$ cat src/rtl/mxb_pkg.sv
package mxb_pkg;
   // Which half of the bus cycle the shared lane is in.
   typedef enum logic {
      HALF_ADDR = 1'b0,
      HALF_DATA = 1'b1
   } mxb_half_e;
endpackage

$ cat src/rtl/mxb_phase_gen.sv
module mxb_phase_gen #(
   parameter int HALF    = 2,
   parameter int STB_LEN = 1
) (
   input  logic              clk,
   input  logic              rst_n,
   output mxb_pkg::mxb_half_e half,
   output logic              strobe,
   output logic              last
);
   localparam int PERIOD = 2 * HALF;
   localparam int CW     = $clog2(PERIOD);
   localparam logic [CW-1:0] CNT_LAST = CW'(PERIOD - 1);
   localparam logic [CW-1:0] CNT_HALF = CW'(HALF);
   localparam logic [CW-1:0] CNT_STB  = CW'(STB_LEN);

   logic [CW-1:0] cnt;

   always_ff @(posedge clk or negedge rst_n) begin
      if (!rst_n)              cnt <= '0;
      else if (cnt == CNT_LAST) cnt <= '0;
      else                      cnt <= cnt + 1'b1;
   end

   assign half   = (cnt >= CNT_HALF) ? mxb_pkg::HALF_DATA : mxb_pkg::HALF_ADDR;
   assign strobe = (cnt < CNT_STB);
   assign last   = (cnt == CNT_LAST);
endmodule

$ cat src/rtl/mxb_req_slot.sv
module mxb_req_slot #(
   parameter int AW = 16,
   parameter int DW = 8
) (
   input  logic          clk,
   input  logic          rst_n,
   input  logic          load,
   input  logic          req_valid,
   input  logic [AW-1:0] req_addr,
   input  logic          req_write,
   input  logic [DW-1:0] req_wdata,
   output logic          cyc_act,
   output logic          cyc_wr,
   output logic [AW-1:0] cyc_addr,
   output logic [DW-1:0] cyc_wdata
);
   // The slot changes only at a cycle boundary, so every bus field stays flat for a full E period.
   always_ff @(posedge clk or negedge rst_n) begin
      if (!rst_n) begin
         cyc_act   <= 1'b0;
         cyc_wr    <= 1'b0;
         cyc_addr  <= '0;
         cyc_wdata <= '0;
      end else if (load) begin
         cyc_act <= req_valid;
         cyc_wr  <= req_valid & req_write;
         if (req_valid) begin
            cyc_addr  <= req_addr;
            cyc_wdata <= req_wdata;
         end
      end
   end
endmodule

$ cat src/rtl/mxb_rsp_cap.sv
module mxb_rsp_cap #(
   parameter int DW = 8
) (
   input  logic          clk,
   input  logic          rst_n,
   input  logic          e_fall,
   input  logic          cyc_act,
   input  logic          cyc_wr,
   input  logic [DW-1:0] lane_in,
   output logic          done,
   output logic [DW-1:0] rdata
);
   always_ff @(posedge clk or negedge rst_n) begin
      if (!rst_n) begin
         done  <= 1'b0;
         rdata <= '0;
      end else begin
         done <= e_fall & cyc_act;
         if (e_fall && cyc_act && !cyc_wr) rdata <= lane_in;
      end
   end
endmodule

$ cat src/rtl/mxb_lane_mux.sv
module mxb_lane_mux #(
   parameter int AW = 16,
   parameter int DW = 8
) (
   input  mxb_pkg::mxb_half_e half,
   input  logic              cyc_wr,
   input  logic [AW-1:0]     cyc_addr,
   input  logic [DW-1:0]     cyc_wdata,
   output logic [AW-DW-1:0]  addr_hi,
   output logic [DW-1:0]     lane_out,
   output logic              lane_oe
);
   localparam int HW = AW - DW;

   assign addr_hi = cyc_addr[AW-1 -: HW];

   // One generated multiplexer per lane bit: low address first, data second.
   for (genvar b = 0; b < DW; b++) begin : g_lane
      assign lane_out[b] = (half == mxb_pkg::HALF_DATA) ? cyc_wdata[b] : cyc_addr[b];
   end

   assign lane_oe = (half == mxb_pkg::HALF_ADDR) | cyc_wr;
endmodule

$ cat src/rtl/mxb_bus_master.sv
module mxb_bus_master #(
   parameter int AW      = 16,
   parameter int DW      = 8,
   parameter int HALF    = 2,
   parameter int STB_LEN = 1
) (
   input  logic             clk,
   input  logic             rst_n,
   input  logic             req_valid,
   output logic             req_ready,
   input  logic [AW-1:0]    req_addr,
   input  logic             req_write,
   input  logic [DW-1:0]    req_wdata,
   output logic             rsp_done,
   output logic [DW-1:0]    rsp_rdata,
   output logic             bus_e,
   output logic             bus_as,
   output logic             bus_rw,
   output logic [AW-DW-1:0] bus_addr_hi,
   output logic [DW-1:0]    bus_ad_out,
   input  logic [DW-1:0]    bus_ad_in,
   output logic             bus_ad_oe
);
   initial begin
      assert (HALF >= 2) else $error("HALF must be at least 2");
      assert (STB_LEN >= 1 && STB_LEN < HALF) else $error("STB_LEN must be 1..HALF-1");
      assert (AW > DW) else $error("AW must exceed DW");
   end

   mxb_pkg::mxb_half_e half;
   logic              strobe, last;
   logic              cyc_act, cyc_wr;
   logic [AW-1:0]     cyc_addr;
   logic [DW-1:0]     cyc_wdata;

   mxb_phase_gen #(.HALF(HALF), .STB_LEN(STB_LEN)) u_phase (
      .clk(clk), .rst_n(rst_n), .half(half), .strobe(strobe), .last(last)
   );

   mxb_req_slot #(.AW(AW), .DW(DW)) u_slot (
      .clk(clk), .rst_n(rst_n), .load(last),
      .req_valid(req_valid), .req_addr(req_addr),
      .req_write(req_write), .req_wdata(req_wdata),
      .cyc_act(cyc_act), .cyc_wr(cyc_wr),
      .cyc_addr(cyc_addr), .cyc_wdata(cyc_wdata)
   );

   mxb_rsp_cap #(.DW(DW)) u_rsp (
      .clk(clk), .rst_n(rst_n), .e_fall(last),
      .cyc_act(cyc_act), .cyc_wr(cyc_wr), .lane_in(bus_ad_in),
      .done(rsp_done), .rdata(rsp_rdata)
   );

   mxb_lane_mux #(.AW(AW), .DW(DW)) u_mux (
      .half(half), .cyc_wr(cyc_wr), .cyc_addr(cyc_addr), .cyc_wdata(cyc_wdata),
      .addr_hi(bus_addr_hi), .lane_out(bus_ad_out), .lane_oe(bus_ad_oe)
   );

   assign req_ready = last;
   assign bus_e     = (half == mxb_pkg::HALF_DATA);
   assign bus_as    = strobe;
   assign bus_rw    = ~cyc_wr;
endmodule

$ cat config.mk
export PLATFORM = sky130hd
export DESIGN_NAME = mxb_bus_master
export DESIGN_NICKNAME = d
export VERILOG_FILES = /design/src/rtl/mxb_pkg.sv /design/src/rtl/mxb_phase_gen.sv /design/src/rtl/mxb_req_slot.sv /design/src/rtl/mxb_rsp_cap.sv /design/src/rtl/mxb_lane_mux.sv /design/src/rtl/mxb_bus_master.sv
export SDC_FILE = /design/constraint.sdc
export NUM_CORES = 1
export LEC_CHECK = 0
export BUFFER_PORTS_ARGS = -buffer_cell sky130_fd_sc_hd__buf_2
export CAP_MARGIN = 20
export CORE_UTILIZATION = 48
export CTS_CLUSTER_SIZE = 40
export DETAILED_ROUTE_END_ITERATION = 6
export GPL_ROUTABILITY_DRIVEN = 0
export PLACE_DENSITY_LB_ADDON = 0.12
export SYNTH_ARGS = -nofsm -noshare
export SYNTH_HDL_FRONTEND = slang
export SYNTH_HIERARCHICAL = 1
export SYNTH_SLANG_ARGS = --single-unit
$ cat constraint.sdc
create_clock -name clk -period 2 [get_ports clk]
set_input_delay 0.3 -clock clk [delete_from_list [all_inputs] [get_ports clk]]
set_output_delay 0.3 -clock clk [all_outputs]
set_load 0.02 [all_outputs]
* Yosys cells after proc, flatten, opt, wreduce, memory -nomap -nowiden *
Cells that the tools add are included.

word-level totals
  flip-flop bits (word level) = 37
  latch bits = 0
  bits in writable memories = 0
  bits in read-only memories = 0
  input bits = 36
  output and inout port bits = 30
  word-level logic and storage cells = 30
  memories = 0

cells by class
  add/subtract/negate cells = 1
  multiply operators = 0
  div/mod/pow operators = 0
  $lt $le $gt $ge = 2
  equal/unequal tests = 1
  shift-type cells = 0
  muxes and demuxes = 10
  bitwise operators = 5
  reductions and logical operators = 4

operators with widths
  cell                                                         number
  two-way mux 1 bit                                            9
  adder 2 x 1 -> 2 bit (second input constant)                 1
  AND 1 bit                                                    2
  equality test 2 bit (second input constant)                  1
  >= comparator 2 bit (second input constant)                  1
  logical AND 1 bit                                            2
  less-than comparator 2 x 1 -> 1 bit (second input constant)  1
  two-way mux 2 bit                                            1
  NOT 1 bit                                                    2
  AND reduction 2 bit                                          1
  zero test 1 bit                                              1
  OR 1 bit                                                     1

* Logic depth before layout (Yosys ltp) *
Gate-level depths: netlist of the first run.

  depth in word-level cells = 4
  gate-level depth with buffers = 5
  depth with buffers taken out = 4

* Modules after synthesis *
The synthesis of the first run kept the hierarchy.

modules (own cells, without submodules)
  module          instances  cells each  area an instance (µm²)  sequential area each (µm²)
  mxb_req_slot    1          58          1048.5                  650.6
  mxb_rsp_cap     1          19          342.8                   225.2
  mxb_lane_mux    1          18          197.7                   0.0
  mxb_phase_gen   1          9           105.1                   50.0
  mxb_bus_master  1          1           3.8                     0.0

* Worst setup path after synthesis of the first run *
Ideal clock, no wire load.

  path type = register to output
  start = register u_phase.cnt[0]
  end = output bus_ad_out[0]
  arrival time = 1.410 ns
  required time = 1.700 ns
  slack = 0.290 ns
  cell stages (with the launch flop) = 6
  buffers on the path = 1
  cell sequence = dfrtp_1 -> inv_1 -> ha_1 -> or2_1 -> buf_6 -> mux2_4

between the ends
  longest elaborated chain between the ends = 3

RTL lines
  element                 line                  RTL
  start, declared         mxb_phase_gen.sv:17   logic [CW-1:0] cnt;
  start signal, assigned  mxb_phase_gen.sv:22   else cnt <= cnt + 1'b1;
  >= comparator 2 bit     mxb_phase_gen.sv:25   assign half = (cnt >= CNT_HALF) ? mxb_pkg::HALF_DATA : mxb_pkg::HALF_ADDR;
  two-way mux 1 bit       mxb_phase_gen.sv:25
  net bus_e               mxb_bus_master.sv:16  output logic bus_e,
  two-way mux 1 bit       mxb_lane_mux.sv:19    assign lane_out[b] = (half == mxb_pkg::HALF_DATA) ? cyc_wdata[b] : cyc_addr[b];
  end, declared           mxb_bus_master.sv:20  output logic [DW-1:0] bus_ad_out,

The timed path passes the listed nets, and every way through them passes these cells.

* Final worst setup path of the first run *
  start = register u_phase.cnt[1]
  end = output bus_ad_out[7]

between the ends
  longest elaborated chain between the ends = 3

RTL lines
  element              line
  >= comparator 2 bit  mxb_phase_gen.sv:25
  two-way mux 1 bit    mxb_phase_gen.sv:25
  two-way mux 1 bit    mxb_lane_mux.sv:19

Every way passes these cells.

==> results.toml, run 1 <==
[clock_tree]
cts_root_buf = "clkbuf_4"
clock_path_buffers = 2
clock-sinks = 37
cts_hold_buf = 0
h-tree-depth = 2
cts_tree = "yes"
insertion_delay_ns = 0.33
clk_transition_reported_paths_ns = 0.10
cts_buffers = 5

[placement]
dp_slack_ns = 0.0729
port_buffers = 65
hpwl_microns = 2010
placement.cell_area_sq_um = 1990
dp_cells = 206

[logic_synthesis]
syn_nets = 144
synth_cells = 105
ys_seq_elements = 37
synth_area_sq_um = 1700
synth_top_area_share = 0.545
ys_warn_count = 6
synth.avg_cell_area_sq_um = 16.2
yosys.area.top_type = "dfrtp_1"
synthDistinctLibCells = 15
synth.area.top_cells = "dfrtp_1 55%, mux2_4 24%, mux2_2 8.6%"
ys_seq_area_frac = 0.545

[pwr]
pwr-share-seq = 0.560
p_leak_nw = 1.16
pwr-share-comb = 0.205
internal-power_mw = 1.13
pwr-share-clk = 0.235
swShare = 0.260
total_power_mw = 1.53
ir_worst_vdd_mv = 0.531
p_sw_mw = 0.398
power_density_nw_per_um2 = 708

[global_routing]
grt_first_pass_wirelength_microns = 4340
gr-total-overflow = 0
track_usage = 0.168
grt_pass1_vias = 982
antenna_found_initial = 0
grt_max_degree = 38

[sta]
finalSetupViolations = 0
finalCritPeriodShare = 0.983
worst_pin_slew_ns = 0.803
worst_slack_ns = 0.0349
hold_violations = 0
grt_setup_unrepaired = "true"
worst_hold_slack_ns = 0.0453
fin_crit_ns = 1.97
finalMaxSlewViolations = 0
setup_tns_ns = 0
skew_ns = 0.00364
slew_headroom = 0.465
timing.fmax_ghz = 0.509

[die]
rows = 21
start_util = 0.505
core-area_sq_um = 3360
ios = 66
die_w_microns = 61.5
dieArea_sq_um = 3780
die_y_microns = 61.5

[finish]
final_layout_size_suffix_gt1_frac = 0.709
final_area_sq_um = 2160
area_growth_pct = 27.3
fin_nets = 213
final_core_util = 0.643
diodes = 0
stdcell_count = 221

[setup_path]
rr_worst_depth = 5
worstSetupStartpointType = "flip-flop"
worst-endpoint-required_ns = 1.70
worstSetupPathType = "reg2out"
reg2reg_slack_ns = 0.22
r2r-end = "u_slot/cyc_addr[14]$_DFFE_PN0P_"
cp_data_arrival_time_ns = 1.67
r2r_start = "u_phase/cnt[1]$_DFF_PN0_"
critical_path.max_fanout = 5
worstSetupEndpointType = "output pin"

[detailed_routing]
dr.pass1.iters = 3
drtAntennaViolNets = 0
vias_per_cell = 4.68
drc = 0
dr.first_iter.drc_count = 17
vias = 1034
post_drt_wl_per_cell_microns = 13.6
wl_microns = 3000

[job]
timing.max_cap.violations = 0

[run_status]
status = "finished clean"

[hold_path]
hold_class = "in2async"
## cell families after synthesis
| kind of cell | synth area share |
|---|---|
| buffers and inverters | 0.0663 |
| multiplexers | 0.325 |
| AO/OA/AOI/OAI | 0.00590 |
| AND/OR/NAND/NOR | 0.0354 |
| adder cells (fa/ha/maj) | 0.0221 |
| flip-flops | 0.545 |
## cells in the final DEF (no fill, tap or decap)
master	instances
clkbuf_4	5
ha_1	2
buf_2	57
nand3_1	1
dfrtp_1	37
inv_2	1
o21ai_0	2
mux2_4	27
buf_4	7
ha_4	1
and2_2	1
clkbuf_1	3
nand2b_1	1
nand3b_4	1
or2_4	2
buf_6	8
nor2_1	1
inv_1	4
mux2_2	13
nand2_4	1
## Yosys cell counts (all sizes together)
library cell  count
nor2              1
or2               1
nand3             1
dfrtp            37
o21ai             2
buf              11
inv               5
and2              1
nand2b            1
ha                3
nand2             1
mux2             40
nand3b            1
## sequential cells by signal (all words and copies together), names as in the netlist
signal	cells
u_phase/cnt	2
u_rsp/done	1
u_rsp/rdata	8
u_slot/cyc_act	1
u_slot/cyc_addr	16
u_slot/cyc_wdata	8
u_slot/cyc_wr	1
## critical path, stage by stage (launching register included)
cell and delay, ns:
dfrtp_1 0.42, ha_4 0.17, or2_4 0.29, mux2_4 0.32, buf_6 0.13
## routing by layer
layer / GRT usage / share of wire
met1: 0.185 / 0.42
met5: 0 / 0
met4: 0.0667 / 0.015
met2: 0.284 / 0.49
met3: 0.0735 / 0.071
## final cells by class
class	instances	area [sq um]
well taps	46	57.6
clock buffers	8	48.8
fillers	293	1200
multi-input cells	53	683
repair buffers	72	428
flip-flops and latches	37	926
inverters	5	18.8
## worst max path at each step
stage,startpoint,endpoint,slack (ns),cells past startpoint
final,u_phase/cnt[1]$_DFF_PN0_,bus_ad_out[7],0.03,4
after global routing,u_phase/cnt[1]$_DFF_PN0_,bus_ad_out[1],-0.03,4
after CTS,u_phase/cnt[0]$_DFF_PN0_,bus_ad_out[4],0.00005,5
after detailed placement,u_phase/cnt[0]$_DFF_PN0_,bus_ad_out[5],0.07,5
after global placement,u_phase/cnt[0]$_DFF_PN0_,bus_ad_out[4],0.15,5
after floorplan,u_phase/cnt[0]$_DFF_PN0_,bus_ad_out[0],0.29,5
## repair_timing
item,in CTS,in global routing
resized for setup,10,13
pin swaps,1,3
setup endpoints to repair,10,8
buffers inserted,5,1
hold endpoints to repair,0,0
cloned,1,0
## power groups by stage
stage          clock [mW]  combinational (mW)  sequential [mW]
2_1_floorplan           0               0.179            0.892
3_3_place_gp            0               0.287            0.868
3_5_place_dp            0               0.293            0.872
4_1_cts             0.381               0.304            0.858
5_1_grt             0.415               0.339            0.866
6_report            0.360               0.313            0.858
Note: power is estimated with default switching activity, not from simulation.
==> run 2: changes to the inputs <==
--- a/config.mk
+++ b/config.mk
@@ -7,7 +7,8 @@
 export LEC_CHECK = 0
 export BUFFER_PORTS_ARGS = -buffer_cell sky130_fd_sc_hd__buf_2
 export CAP_MARGIN = 20
-export CORE_UTILIZATION = 48
+export CORE_UTILIZATION = 50
+export CTS_BUF_LIST = sky130_fd_sc_hd__clkbuf_8
 export CTS_CLUSTER_SIZE = 40
 export DETAILED_ROUTE_END_ITERATION = 6
 export GPL_ROUTABILITY_DRIVEN = 0
==> results.toml, run 2 (same netlist as run 1, synthesis figures left out) <==
[setup_path]
worstSetupPathType = "reg2out"
worst-endpoint-required_ns = 1.70
critical_path.max_fanout = 5
worstSetupStartpointType = "flip-flop"
worstSetupEndpointType = "output pin"
cp_data_arrival_time_ns = 1.66

[finish]
largest_register_ffs = 16
fin_nets = 210
regMostFlops = "u_slot/cyc_addr"
final_layout_size_suffix_gt1_frac = 0.703
stdcell_count = 216
num-fill-cells = 243
diodes = 0
final_area_sq_um = 2140
layout.cells.most_common = "buf_2"
area_growth_pct = 26.0
top_regs = "u_slot/cyc_addr: 16 flops, u_rsp/rdata: 8 flops, u_slot/cyc_wdata: 8 flops"
final_cell_mix = "60 x buf_2, 37 x dfrtp_1, 27 x mux2_4"
final_core_util = 0.684

[global_routing]
antenna_found_initial = 0
grt_first_pass_wirelength_microns = 4450
track_usage = 0.175
grt_pass1_vias = 1028
grt_max_degree = 38
gr-total-overflow = 0

[clock_tree]
cts_hold_buf = 0
clock-sinks = 37
clk_transition_reported_paths_ns = 0.07
h-tree-depth = 2
cts_buffers = 5
cts_root_buf = "clkbuf_8"
insertion_delay_ns = 0.28
cts_tree = "yes"
clock_path_buffers = 2

[die]
start_util = 0.543
die_w_microns = 60.3
rows = 20
core-area_sq_um = 3130
dieArea_sq_um = 3630
ios = 66
die_y_microns = 60.3

[pwr]
swShare = 0.253
p_leak_nw = 1.17
pwr-share-seq = 0.526
pwr-share-clk = 0.287
power_density_nw_per_um2 = 763
p_sw_mw = 0.413
pwr-share-comb = 0.187
total_power_mw = 1.63
ir_worst_vdd_mv = 0.496
internal-power_mw = 1.22

[sta]
worst_slack_ns = 0.0392
timing.fmax_ghz = 0.510
fin_crit_ns = 1.96
worst_pin_slew_ns = 0.816
finalSetupViolations = 0
worst_hold_slack_ns = 0.112
slew_headroom = 0.456
setup_tns_ns = 0
finalMaxSlewViolations = 0
finalCritPeriodShare = 0.980
skew_ns = 0.00161
hold_violations = 0

[detailed_routing]
vias_per_cell = 4.75
dr.pass1.iters = 4
dr.first_iter.drc_count = 24
post_drt_wl_per_cell_microns = 13.7
drtAntennaViolNets = 0
vias = 1026
wl_microns = 2950
drc = 0

[placement]
dp_cells = 203
placement.cell_area_sq_um = 1980
port_buffers = 65
hpwl_microns = 1990
dp_slack_ns = 0.0860

[run_status]
status = "finished clean"

[job]
timing.max_cap.violations = 0

[hold_path]
hold_class = "in2async"
==> run 2: changes by cell type in the layout (fill, tap and decap cells not counted), sizes merged <==
cell / delta
buf: -3
clkbuf: -3
inv: +3
==> run 2: worst max-delay path, cell delays in order (launching register included) <==
cell and delay [ns]:
dfrtp_1 0.39, inv_2 0.05, ha_2 0.18, or2_4 0.30
mux2_4 0.32, buf_6 0.13
==> run 2: path summary, 6_finish.rpt <==
kind	startpoint	endpoint	slack, ns	cells after the start
worst max-delay path	u_phase/cnt[0]$_DFF_PN0_	bus_ad_out[6]	0.04	5
worst min-delay path	rst_n	u_slot/cyc_addr[3]$_DFFE_PN0P_	0.11	1
worst max register to register	u_phase/cnt[1]$_DFF_PN0_	u_slot/cyc_wdata[0]$_DFFE_PN0P_	0.22	4
worst min register to register	u_slot/cyc_addr[13]$_DFFE_PN0P_	u_slot/cyc_addr[13]$_DFFE_PN0P_	0.50	1
max in group asynchronous	rst_n	u_slot/cyc_wdata[0]$_DFFE_PN0P_	1.38	1
min in group clk	req_addr[15]	u_slot/cyc_addr[15]$_DFFE_PN0P_	0.25	2
==> run 2: cell type report <==
cell class	instances	area (sq um)	area share
inverter	5	18.8	0.00877
tap	44	55.1	0.0257
clock inverter	3	11.3	0.00526
multi-input combinational	53	673	0.315
sequential	37	926	0.433
clock buffer	5	68.8	0.0322
timing repair buffer	69	387	0.181
==> run 2: power groups by stage <==
stage | Combinational (mW) | Clock, mW | Sequential, mW
2_1_floorplan | 0.179 | 0 | 0.892
3_3_place_gp | 0.287 | 0 | 0.867
6_report | 0.306 | 0.468 | 0.858
3_5_place_dp | 0.293 | 0 | 0.873
4_1_cts | 0.295 | 0.490 | 0.859
5_1_grt | 0.330 | 0.511 | 0.866
==> run 2: repair_timing <==
| action | CTS | global route |
|---|---|---|
| gates resized for setup | 2 | 13 |
| buffers inserted | 1 | 3 |
| pin swaps | 1 | 1 |
| endpoints found under the setup margin | 9 | 8 |
| cloned | 0 | 1 |
| endpoints found under the hold margin | 0 | 0 |
==> run 2: metal layers <==
layer	GRT usage	vias to the layer above	share of wire
met5	0	-	0
met4	0.0997	0	0.016
met3	0.0541	6	0.059
met2	0.294	38	0.50
met1	0.193	506	0.42
li1	-	476	-
